$ cat src/rtl/poly_timer_pkg.sv
package poly_timer_pkg;

    typedef enum logic [1:0] {
        SEL_NONE_A = 2'b00,
        SEL_EXT    = 2'b01,
        SEL_NONE_B = 2'b10,
        SEL_TMR    = 2'b11
    } irq_sel_e;

    typedef enum logic [1:0] {
        ST_IDLE = 2'd0,
        ST_REQ  = 2'd1,
        ST_VEC  = 2'd2
    } arb_state_e;

    localparam logic [1:0] ADR_PORT_A = 2'd0;
    localparam logic [1:0] ADR_PORT_B = 2'd1;
    localparam logic [1:0] ADR_SELECT = 2'd2;
    localparam logic [1:0] ADR_TIMER  = 2'd3;

    localparam logic [15:0] EXT_VEC_OFFSET = 16'h0080;

endpackage

$ cat src/rtl/poly_timer_prescale.sv
module poly_timer_prescale #(
    parameter int DIV = 31
) (
    input  logic clk_i,
    input  logic rst_i,
    input  logic restart_i,
    output logic tick_o
);

    generate
        if (DIV <= 1) begin : g_bypass
            assign tick_o = ~restart_i;
        end else begin : g_count
            localparam int CW = $clog2(DIV);
            localparam logic [CW-1:0] LAST = CW'(DIV - 1);

            logic [CW-1:0] cnt_q;

            always_ff @(posedge clk_i) begin
                if (rst_i || restart_i) begin
                    cnt_q <= '0;
                end else if (cnt_q == LAST) begin
                    cnt_q <= '0;
                end else begin
                    cnt_q <= cnt_q + 1'b1;
                end
            end

            assign tick_o = (cnt_q == LAST) && !restart_i;

            AST_PRESCALE_RANGE: assert property (@(posedge clk_i) disable iff (rst_i)
                cnt_q <= LAST);
        end
    endgenerate

endmodule

$ cat src/rtl/poly_timer_lfsr.sv
module poly_timer_lfsr #(
    parameter int          W     = 8,
    parameter logic [W-1:0] TAPS = 8'hB8,
    parameter logic [W-1:0] TERM = 8'hFF
) (
    input  logic         clk_i,
    input  logic         rst_i,
    input  logic         load_i,
    input  logic [W-1:0] load_val_i,
    input  logic         step_i,
    output logic [W-1:0] state_o,
    output logic         hit_o
);

    logic [W-1:0] state_q;
    logic [W-1:0] next_state;
    logic         fb;

    always_comb begin
        fb         = ^(state_q & TAPS);
        next_state = {state_q[W-2:0], fb};
    end

    always_ff @(posedge clk_i) begin
        if (rst_i) begin
            state_q <= '0;
        end else if (load_i) begin
            state_q <= load_val_i;
        end else if (step_i) begin
            state_q <= next_state;
        end
    end

    assign state_o = state_q;
    assign hit_o   = step_i && !load_i && (next_state == TERM);

    AST_ZERO_FROZEN: assert property (@(posedge clk_i) disable iff (rst_i)
        (state_q == '0 && !load_i) |=> (state_q == '0));

    AST_HIT_AT_TERM: assert property (@(posedge clk_i) disable iff (rst_i)
        hit_o |=> (state_q == TERM));

endmodule

$ cat src/rtl/poly_timer_irqctl.sv
module poly_timer_irqctl
    import poly_timer_pkg::*;
#(
    parameter logic [15:0] VEC_BASE = 16'h0020
) (
    input  logic        clk_i,
    input  logic        rst_i,
    input  irq_sel_e    sel_i,
    input  logic        tmr_hit_i,
    input  logic        ext_irq_i,
    input  logic        pri_in_i,
    input  logic        ack_i,
    output logic        pri_out_o,
    output logic        irq_o,
    output logic [15:0] vec_o,
    output logic        vec_valid_o
);

    arb_state_e  st_q, st_d;
    logic        tmr_pend_q;
    logic        ext_pend_q;
    logic        ext_prev_q;
    logic        ext_rise;
    logic        req_act;
    logic        take;
    logic [15:0] vec_q;

    assign ext_rise = ext_irq_i && !ext_prev_q;
    assign req_act  = ((sel_i == SEL_EXT) && ext_pend_q) ||
                      ((sel_i == SEL_TMR) && tmr_pend_q);

    // next-state
    always_comb begin
        st_d = st_q;
        take = 1'b0;
        unique case (st_q)
            ST_IDLE: begin
                if (req_act) st_d = ST_REQ;
            end
            ST_REQ: begin
                if (!req_act) begin
                    st_d = ST_IDLE;
                end else if (ack_i && pri_in_i) begin
                    st_d = ST_VEC;
                    take = 1'b1;
                end
            end
            ST_VEC: begin
                st_d = req_act ? ST_REQ : ST_IDLE;
            end
            default: st_d = ST_IDLE;
        endcase
    end

    // state register
    always_ff @(posedge clk_i) begin
        if (rst_i) st_q <= ST_IDLE;
        else       st_q <= st_d;
    end

    // latches and vector capture
    always_ff @(posedge clk_i) begin
        if (rst_i) begin
            tmr_pend_q <= 1'b0;
            ext_pend_q <= 1'b0;
            ext_prev_q <= 1'b0;
            vec_q      <= '0;
        end else begin
            ext_prev_q <= ext_irq_i;
            if (tmr_hit_i)                          tmr_pend_q <= 1'b1;
            else if (take && sel_i == SEL_TMR)      tmr_pend_q <= 1'b0;
            if (ext_rise)                           ext_pend_q <= 1'b1;
            else if (take && sel_i == SEL_EXT)      ext_pend_q <= 1'b0;
            if (take) begin
                vec_q <= (sel_i == SEL_EXT) ? (VEC_BASE + EXT_VEC_OFFSET) : VEC_BASE;
            end
        end
    end

    // outputs
    always_comb begin
        irq_o       = (st_q == ST_REQ);
        vec_valid_o = (st_q == ST_VEC);
        vec_o       = vec_q;
        pri_out_o   = pri_in_i && !req_act;
    end

    AST_REQ_NEEDS_SOURCE: assert property (@(posedge clk_i) disable iff (rst_i)
        (st_q == ST_REQ) |-> $past(req_act));

    AST_CHAIN_NO_CREATE: assert property (@(posedge clk_i) disable iff (rst_i)
        pri_out_o |-> pri_in_i);

    AST_VEC_ONE_CYCLE: assert property (@(posedge clk_i) disable iff (rst_i)
        vec_valid_o |=> !vec_valid_o);

    AST_TMR_SERVED_CLEARS: assert property (@(posedge clk_i) disable iff (rst_i)
        (take && sel_i == SEL_TMR && !tmr_hit_i) |=> !tmr_pend_q);

    AST_BLOCKED_ACK_IGNORED: assert property (@(posedge clk_i) disable iff (rst_i)
        !pri_in_i |=> !vec_valid_o);

endmodule

$ cat src/rtl/poly_timer_irq.sv
module poly_timer_irq
    import poly_timer_pkg::*;
#(
    parameter int          DIV      = 31,
    parameter int          W        = 8,
    parameter logic [7:0]  TAPS     = 8'hB8,
    parameter logic [7:0]  TERM     = 8'hFF,
    parameter logic [15:0] VEC_BASE = 16'h0020
) (
    input  logic        clk_i,
    input  logic        rst_i,
    input  logic [1:0]  reg_addr_i,
    input  logic        reg_wr_i,
    input  logic [7:0]  reg_wdata_i,
    output logic [7:0]  reg_rdata_o,
    output logic [7:0]  port_a_o,
    output logic [7:0]  port_b_o,
    input  logic        ext_irq_i,
    input  logic        pri_in_i,
    output logic        pri_out_o,
    output logic        irq_o,
    input  logic        ack_i,
    output logic [15:0] vec_o,
    output logic        vec_valid_o
);

    logic [7:0] port_a_q;
    logic [7:0] port_b_q;
    irq_sel_e   sel_q;
    logic       tmr_load;
    logic       tick;
    logic       hit;
    logic [7:0] tmr_state;

    assign tmr_load = reg_wr_i && (reg_addr_i == ADR_TIMER);

    always_ff @(posedge clk_i) begin
        if (rst_i) begin
            port_a_q <= '0;
            port_b_q <= '0;
            sel_q    <= SEL_NONE_A;
        end else if (reg_wr_i) begin
            unique case (reg_addr_i)
                ADR_PORT_A: port_a_q <= reg_wdata_i;
                ADR_PORT_B: port_b_q <= reg_wdata_i;
                ADR_SELECT: sel_q    <= irq_sel_e'(reg_wdata_i[1:0]);
                default:    ;
            endcase
        end
    end

    always_comb begin
        unique case (reg_addr_i)
            ADR_PORT_A: reg_rdata_o = port_a_q;
            ADR_PORT_B: reg_rdata_o = port_b_q;
            ADR_SELECT: reg_rdata_o = {6'b0, sel_q};
            default:    reg_rdata_o = tmr_state;
        endcase
    end

    assign port_a_o = port_a_q;
    assign port_b_o = port_b_q;

    poly_timer_prescale #(.DIV(DIV)) u_pre (
        .clk_i     (clk_i),
        .rst_i     (rst_i),
        .restart_i (tmr_load),
        .tick_o    (tick)
    );

    poly_timer_lfsr #(.W(W), .TAPS(TAPS), .TERM(TERM)) u_lfsr (
        .clk_i      (clk_i),
        .rst_i      (rst_i),
        .load_i     (tmr_load),
        .load_val_i (reg_wdata_i),
        .step_i     (tick),
        .state_o    (tmr_state),
        .hit_o      (hit)
    );

    poly_timer_irqctl #(.VEC_BASE(VEC_BASE)) u_ctl (
        .clk_i       (clk_i),
        .rst_i       (rst_i),
        .sel_i       (sel_q),
        .tmr_hit_i   (hit),
        .ext_irq_i   (ext_irq_i),
        .pri_in_i    (pri_in_i),
        .ack_i       (ack_i),
        .pri_out_o   (pri_out_o),
        .irq_o       (irq_o),
        .vec_o       (vec_o),
        .vec_valid_o (vec_valid_o)
    );

    AST_IRQ_VEC_EXCLUSIVE: assert property (@(posedge clk_i) disable iff (rst_i)
        !(irq_o && vec_valid_o));

endmodule

$ cat config.mk
export PLATFORM = sky130hd
export DESIGN_NAME = poly_timer_irq
export DESIGN_NICKNAME = d
export VERILOG_FILES = /design/src/rtl/poly_timer_pkg.sv /design/src/rtl/poly_timer_prescale.sv /design/src/rtl/poly_timer_lfsr.sv /design/src/rtl/poly_timer_irqctl.sv /design/src/rtl/poly_timer_irq.sv
export SDC_FILE = /design/constraint.sdc
export NUM_CORES = 1
export LEC_CHECK = 0
export ABC_AREA = 1
export BUFFER_PORTS_ARGS = -buffer_cell sky130_fd_sc_hd__buf_2
export CAP_MARGIN = 20
export CORE_MARGIN = 2
export CORE_UTILIZATION = 45
export CTS_CLUSTER_SIZE = 16
export DETAILED_ROUTE_END_ITERATION = 12
export PLACE_DENSITY_LB_ADDON = 0.3
export RECOVER_POWER = 50
export REMOVE_ABC_BUFFERS = 1
export SLEW_MARGIN = 20
export SYNTH_ARGS = -nofsm -noshare
export SYNTH_HDL_FRONTEND = slang
export SYNTH_HIERARCHICAL = 1
export SYNTH_SLANG_ARGS = --single-unit
export TNS_END_PERCENT = 20
$ cat constraint.sdc
create_clock -name clk_i -period 1.6 [get_ports clk_i]
set_input_delay 0.08 -clock clk_i [delete_from_list [all_inputs] [get_ports clk_i]]
set_output_delay 0.08 -clock clk_i [all_outputs]
set_load 0.05 [all_outputs]
==> Word-level counts from Yosys, hierarchy flattened <==
Index checks and enable logic that the tools add are counted.
{ "word_totals": {"output_inout_bits": 43, "regBits": 52, "elab_cells": 65} }
{ "op_classes": {"muxes": 16, "n_reduce_logical": 27, "addsub": 1, "eq_ne": 11} }
{ "ops": {"columns": ["operator", "count"], "rows": [
  ["$mux W8", 3],
  ["$pmux W8 S3", 1],
  ["$logic_and A1 B1 Y1", 11],
  ["$eq A2 B2 Y1 const B", 4],
  ["$eq A8 B8 Y1 const B", 1],
  ["$mux W1", 8],
  ["$reduce_and A2 Y1", 4],
  ["$reduce_xor A8 Y1", 1],
  ["$eq A2 B1 Y1 const B", 3],
  ["$mux W2", 3],
  ["$pmux W2 S3", 1],
  ["$reduce_bool A2 Y1", 3],
  ["$add A5 B1 Y5 const B", 1],
  ["$eq A5 B5 Y1 const B", 1],
  ["$logic_not A2 Y1", 2],
  ["$logic_not A1 Y1", 3],
  ["$ne A3 B3 Y1 const B", 1],
  ["$logic_or A1 B1 Y1", 2],
  ["$ne A2 B1 Y1 const B", 1],
  ["$reduce_or A2 Y1", 1]
]} }

==> Depth between registers and ports, before layout <==
{ "logic_depth": {"word_depth": 8, "mapped_depth": 11, "depth_no_buf": 11} }

==> Hierarchy <==
Netlist, hierarchy kept.
{ "by_module_without_submodules": {"columns": ["mod", "seq_area_each_um2", "area_each_um2", "instances", "cells_per_inst"], "rows": [
  ["poly_timer_irq", 360.3, 1024.7, 1, 161],
  ["poly_timer_lfsr", 160.2, 476.7, 1, 74],
  ["poly_timer_irqctl", 140.1, 422.9, 1, 58],
  ["poly_timer_prescale", 100.1, 250.2, 1, 35]
]} }

==> Least setup slack after synthesis <==
No wires, ideal clock.
{ "synth_timing": {"path_type": "reg-to-reg", "start": "register u_pre.g_count.cnt_q[0]", "end": "register u_ctl.tmr_pend_q", "n_path_buf": 0, "stages_incl_launch_ff": 12, "arrival_time_ps": 1434, "period_less_slack_ps": 1498, "path_slack_ps": 102, "setup_ps": 64, "required_ps": 1536, "path_cell_list": "dfxtp_1 -> inv_1 -> ha_1 -> nand2_1 -> nor2_2 -> inv_2 -> nor2_1 -> nand2_4 -> nor2_1 -> and3_1 -> a21oi_1 -> nor2_1"} }
{ "synth_via": {"elab_chain_len": 5} }
{ "synth_lines": {"columns": ["item", "line", "rtl"], "rows": [
  ["start, declared", "poly_timer_prescale.sv:17", "logic [CW-1:0] cnt_q;"],
  ["start signal, assigned", "poly_timer_prescale.sv:25", "cnt_q <= cnt_q + 1'b1;"],
  ["$eq A5 B5 Y1 *", "poly_timer_prescale.sv:29", "assign tick_o = (cnt_q == LAST) && !restart_i;"],
  ["$logic_and A1 B1 Y1 *", "poly_timer_prescale.sv:29", null],
  ["named net tick", "poly_timer_irq.sv:31", "logic tick;"],
  ["$logic_and A1 B1 Y1 * (2 in series)", "poly_timer_lfsr.sv:35", "assign hit_o = step_i && !load_i && (next_state == TERM);"],
  ["named net hit", "poly_timer_irq.sv:32", "logic hit;"],
  ["$mux W1 / $reduce_bool A2 Y1 (equally long branches)", null, null],
  ["end signal, assigned", "poly_timer_irqctl.sv:64", "tmr_pend_q <= 1'b0;"],
  ["end signal, assigned", "poly_timer_irqctl.sv:70", "if (tmr_hit_i) tmr_pend_q <= 1'b1;"],
  ["end signal, assigned", "poly_timer_irqctl.sv:71", "else if (take && sel_i == SEL_TMR) tmr_pend_q <= 1'b0;"],
  ["end, declared", "poly_timer_irqctl.sv:20", "logic tmr_pend_q;"]
]} }
Mark *: on every way through the listed nets, which the timed path passes. The rest lies on a longest branch.
A chain may end at the register's enable or synchronous reset.

==> Final worst setup path <==
Same ends and word-level chain as after synthesis.

==> flow_summary.ini <==
[setup_path]
setup.worst_path.start_class = register
timing.rr.start = u_pre/g_count.cnt_q[0]
required_ps = 1770
r2r_cells = 12
worstSetupPathType = register to register
path_max_fanout = 7
cp_data_arrival_time_ps = 1640
end_kind = register
rrSetupSlack_ps = 130
r2r_end = u_ctl/tmr_pend_q

[clock_network]
cts_tree = yes
cts_sinks = 38
cts_setup_buffers = 0
htreeDepth = 2
clk_path_buf_depth = 2
cts_buffers = 5
cts-root-buf = clkbuf_8
worstSkewPairLatency_ps = 290
clkTransAtPathRegs_ps = 70

[die]
start_util_pct = 46.3
core_mm2 = 0.00469
die_h_um = 73.5
boundaryPins = 59
die_area_mm2 = 0.00540
die_x_um = 73.5
num_rows = 25

[place]
gp_congestion = 0.869
io_buffers = 44
placed_area_mm2 = 0.00238
dp_cells = 424
hpwlAfterDp_mm = 3.35

[timing]
final_hold_viol_count = 0
rsz0062_at_grt = false
finalCriticalPeriod_ps = 1470
tns_ps = 0
slew_viol_final = 0
setup_violations = 0
worstMarginPinSlew_ps = 672
fin_skew_ps = 7.21
max_freq_mhz = 682
fin_crit_sh_pct = 91.7
maxSlewHeadroom_pct = 55.1

[global_route]
grt_pass1_wl_mm = 7.51
grt_usage_pct = 18.1
gr-total-overflow = 0
grt_max_degree = 25
antenna_found_initial = 0
grt_pass1_vias = 1721

[logic_synthesis]
yosys.area.top_type = dfxtp_1
ys_warn_count = 6
synth.area.top_cells = dfxtp_1 (35%), nand2_1 (14%), inv_1 (9.0%), nor2_1 (8.1%), nand3_1 (6.0%)
synth_cells = 328
netlist.area_leader.share_pct = 35.0
synth_area_mm2 = 0.00217
synth_area_per_cell_um2 = 6.63
ys_seq_area_share_pct = 35.0
synthDistinctLibCells = 31
yosys_register_bits = 38

[pwr]
switching_share_pct = 33.2
powerDensity_mw_per_mm2 = 883
power_frac_comb_pct = 20.6
p_seq_share_pct = 47.3
p_sw_w = 0.000715
vdd_drop_max_mv = 0.381
clockPowerShare_pct = 32.1
p_leak_nw = 1.32
p_int_w = 0.00144

[drt]
vias = 2009
totalWireLength_mm = 4.53
drtIter0Drc = 45
vias_per_cell = 4.64
first_pass_iters = 4
drc = 0
wl_per_cell_um = 10.5
drtAntennaViolNets = 0

[cells_and_area]
diodes = 0
drive_above_1_share_pct = 17.9
instances_no_fill = 433
stdcell_area_mm2 = 0.00244
nets = 396
syn2layout_area_growth_pct = 12.1
final_cell_mix = nand2_1 (83), inv_1 (52), nor2_1 (47), dfxtp_1 (37), buf_2 (33)
final_common_cell = nand2_1

[min_path]
min_to = port_b_o[2]
hold_depth = 3
hp-start = reg_wdata_i[2]
hp-class = primary input to register

[outcome]
status = complete, no violations

[run]
cap_violations = 0
-- Yosys cell counts, drive strengths merged --
master and number:
nand2 89, a21oi 12, nand3 29, o21ai 11, nor3 1, buf 23, conb 1, dfxtp 38
ha 2, a31o 1, nor2 52, nand4 4, inv 58, xnor2 2, and3 1, a22oi 3
clkinv 1
-- power groups by stage --
stage / logic, W / registers (W) / clock network, W
after global placement: 0.000446 / 0.00104 / 0
final: 0.000443 / 0.00102 / 0.000690
after CTS: 0.000453 / 0.00102 / 0.000713
after detailed placement: 0.000450 / 0.00104 / 0
after global routing: 0.000485 / 0.00103 / 0.000750
after floorplan: 0.000254 / 0.00111 / 0
-- routing by layer --
| layer | share of wire (%) | vias up | global-route usage [%] |
|---|---|---|---|
| met2 | 44 | 49 | 28.9 |
| met4 | 1.6 | 0 | 7.27 |
| met1 | 50 | 888 | 23.3 |
| li1 | - | 1067 | - |
| met5 | 0 | - | 0 |
| met3 | 3.9 | 5 | 4.53 |
-- worst max path at each step --
stage                           start                 to  slack, ps  cells after the start
3_5_place_dp   u_pre/g_count.cnt_q[1]   u_ctl/tmr_pend_q        120                     11
3_3_place_gp   u_pre/g_count.cnt_q[0]   u_ctl/tmr_pend_q        170                     12
2_1_floorplan  u_pre/g_count.cnt_q[0]   u_ctl/tmr_pend_q        100                     11
5_1_grt        u_pre/g_count.cnt_q[0]  u_lfsr/state_o[7]         40                     12
4_1_cts        u_pre/g_count.cnt_q[1]  u_lfsr/state_o[7]        120                     11
6_report       u_pre/g_count.cnt_q[0]   u_ctl/tmr_pend_q        130                     12
-- sequential cells by signal, indices dropped and copies added, names as in the netlist --
register	cells
port_a_o	8
port_b_o	8
sel_q	2
u_ctl/ext_pend_q	1
u_ctl/ext_prev_q	1
u_ctl/st_q	2
u_ctl/tmr_pend_q	1
u_ctl/vec_o	2
u_lfsr/state_o	8
u_pre/g_count.cnt_q	5
-- final cells by class --
cell class                 count  area (µm²)
clock inverter                 1        5.00
sequential                    38         762
tap                           54        67.6
inverter                      59         224
fill                         490        2250
timing repair buffer          53         267
clock buffer                   7        86.3
multi-input combinational    221        1030
-- kinds of logic (layout without fill, tap and decap cells) --
logic type                 count (synthesis)  in the layout  share of synthesized area, %
and+or+nand+nor                          176            176                          36.7
buffers and inverters                     82            120                          19.2
DFF                                       38             38                          35.0
AOI/OAI and AO/OA                         27             27                          7.08
adders and majority gates                  2              2                          1.15
xor gates and xnor gates                   2              2                         0.806
other                                      1             14                         0.172
-- through the flow --
stage / power, W / worst slack (ps) / util, % / hold WS, ps
2_1_floorplan: 0.00136 / 102 / - / 142
3_3_place_gp: 0.00149 / 168 / 50.7 / 311
3_5_place_dp: 0.00149 / 121 / 50.7 / 312
4_1_cts: 0.00218 / 116 / 52.9 / 36.3
5_1_grt: 0.00226 / 37.3 / 51.9 / 55.7
6_report: 0.00215 / 133 / 51.9 / 42.7
-- repair_timing --
| item | in CTS | in global routing |
|---|---|---|
| hold buffers | 1 | 0 |
| endpoints found under the setup margin | 0 | 1 |
| gates resized for setup | 0 | 1 |
| endpoints found under the hold margin | 1 | 0 |
-- worst max-delay path, stage by stage (launching register included) --
cell	delay [ps]
dfxtp_1	330
inv_1	40
ha_1	180
nand2_1	70
nor2_2	40
inv_2	40
nor2_1	30
buf_4	150
nand2_4	90
nor2_1	50
and3_1	160
a21oi_1	110
nor2_1	50
Power figures use the tool's default switching activity.
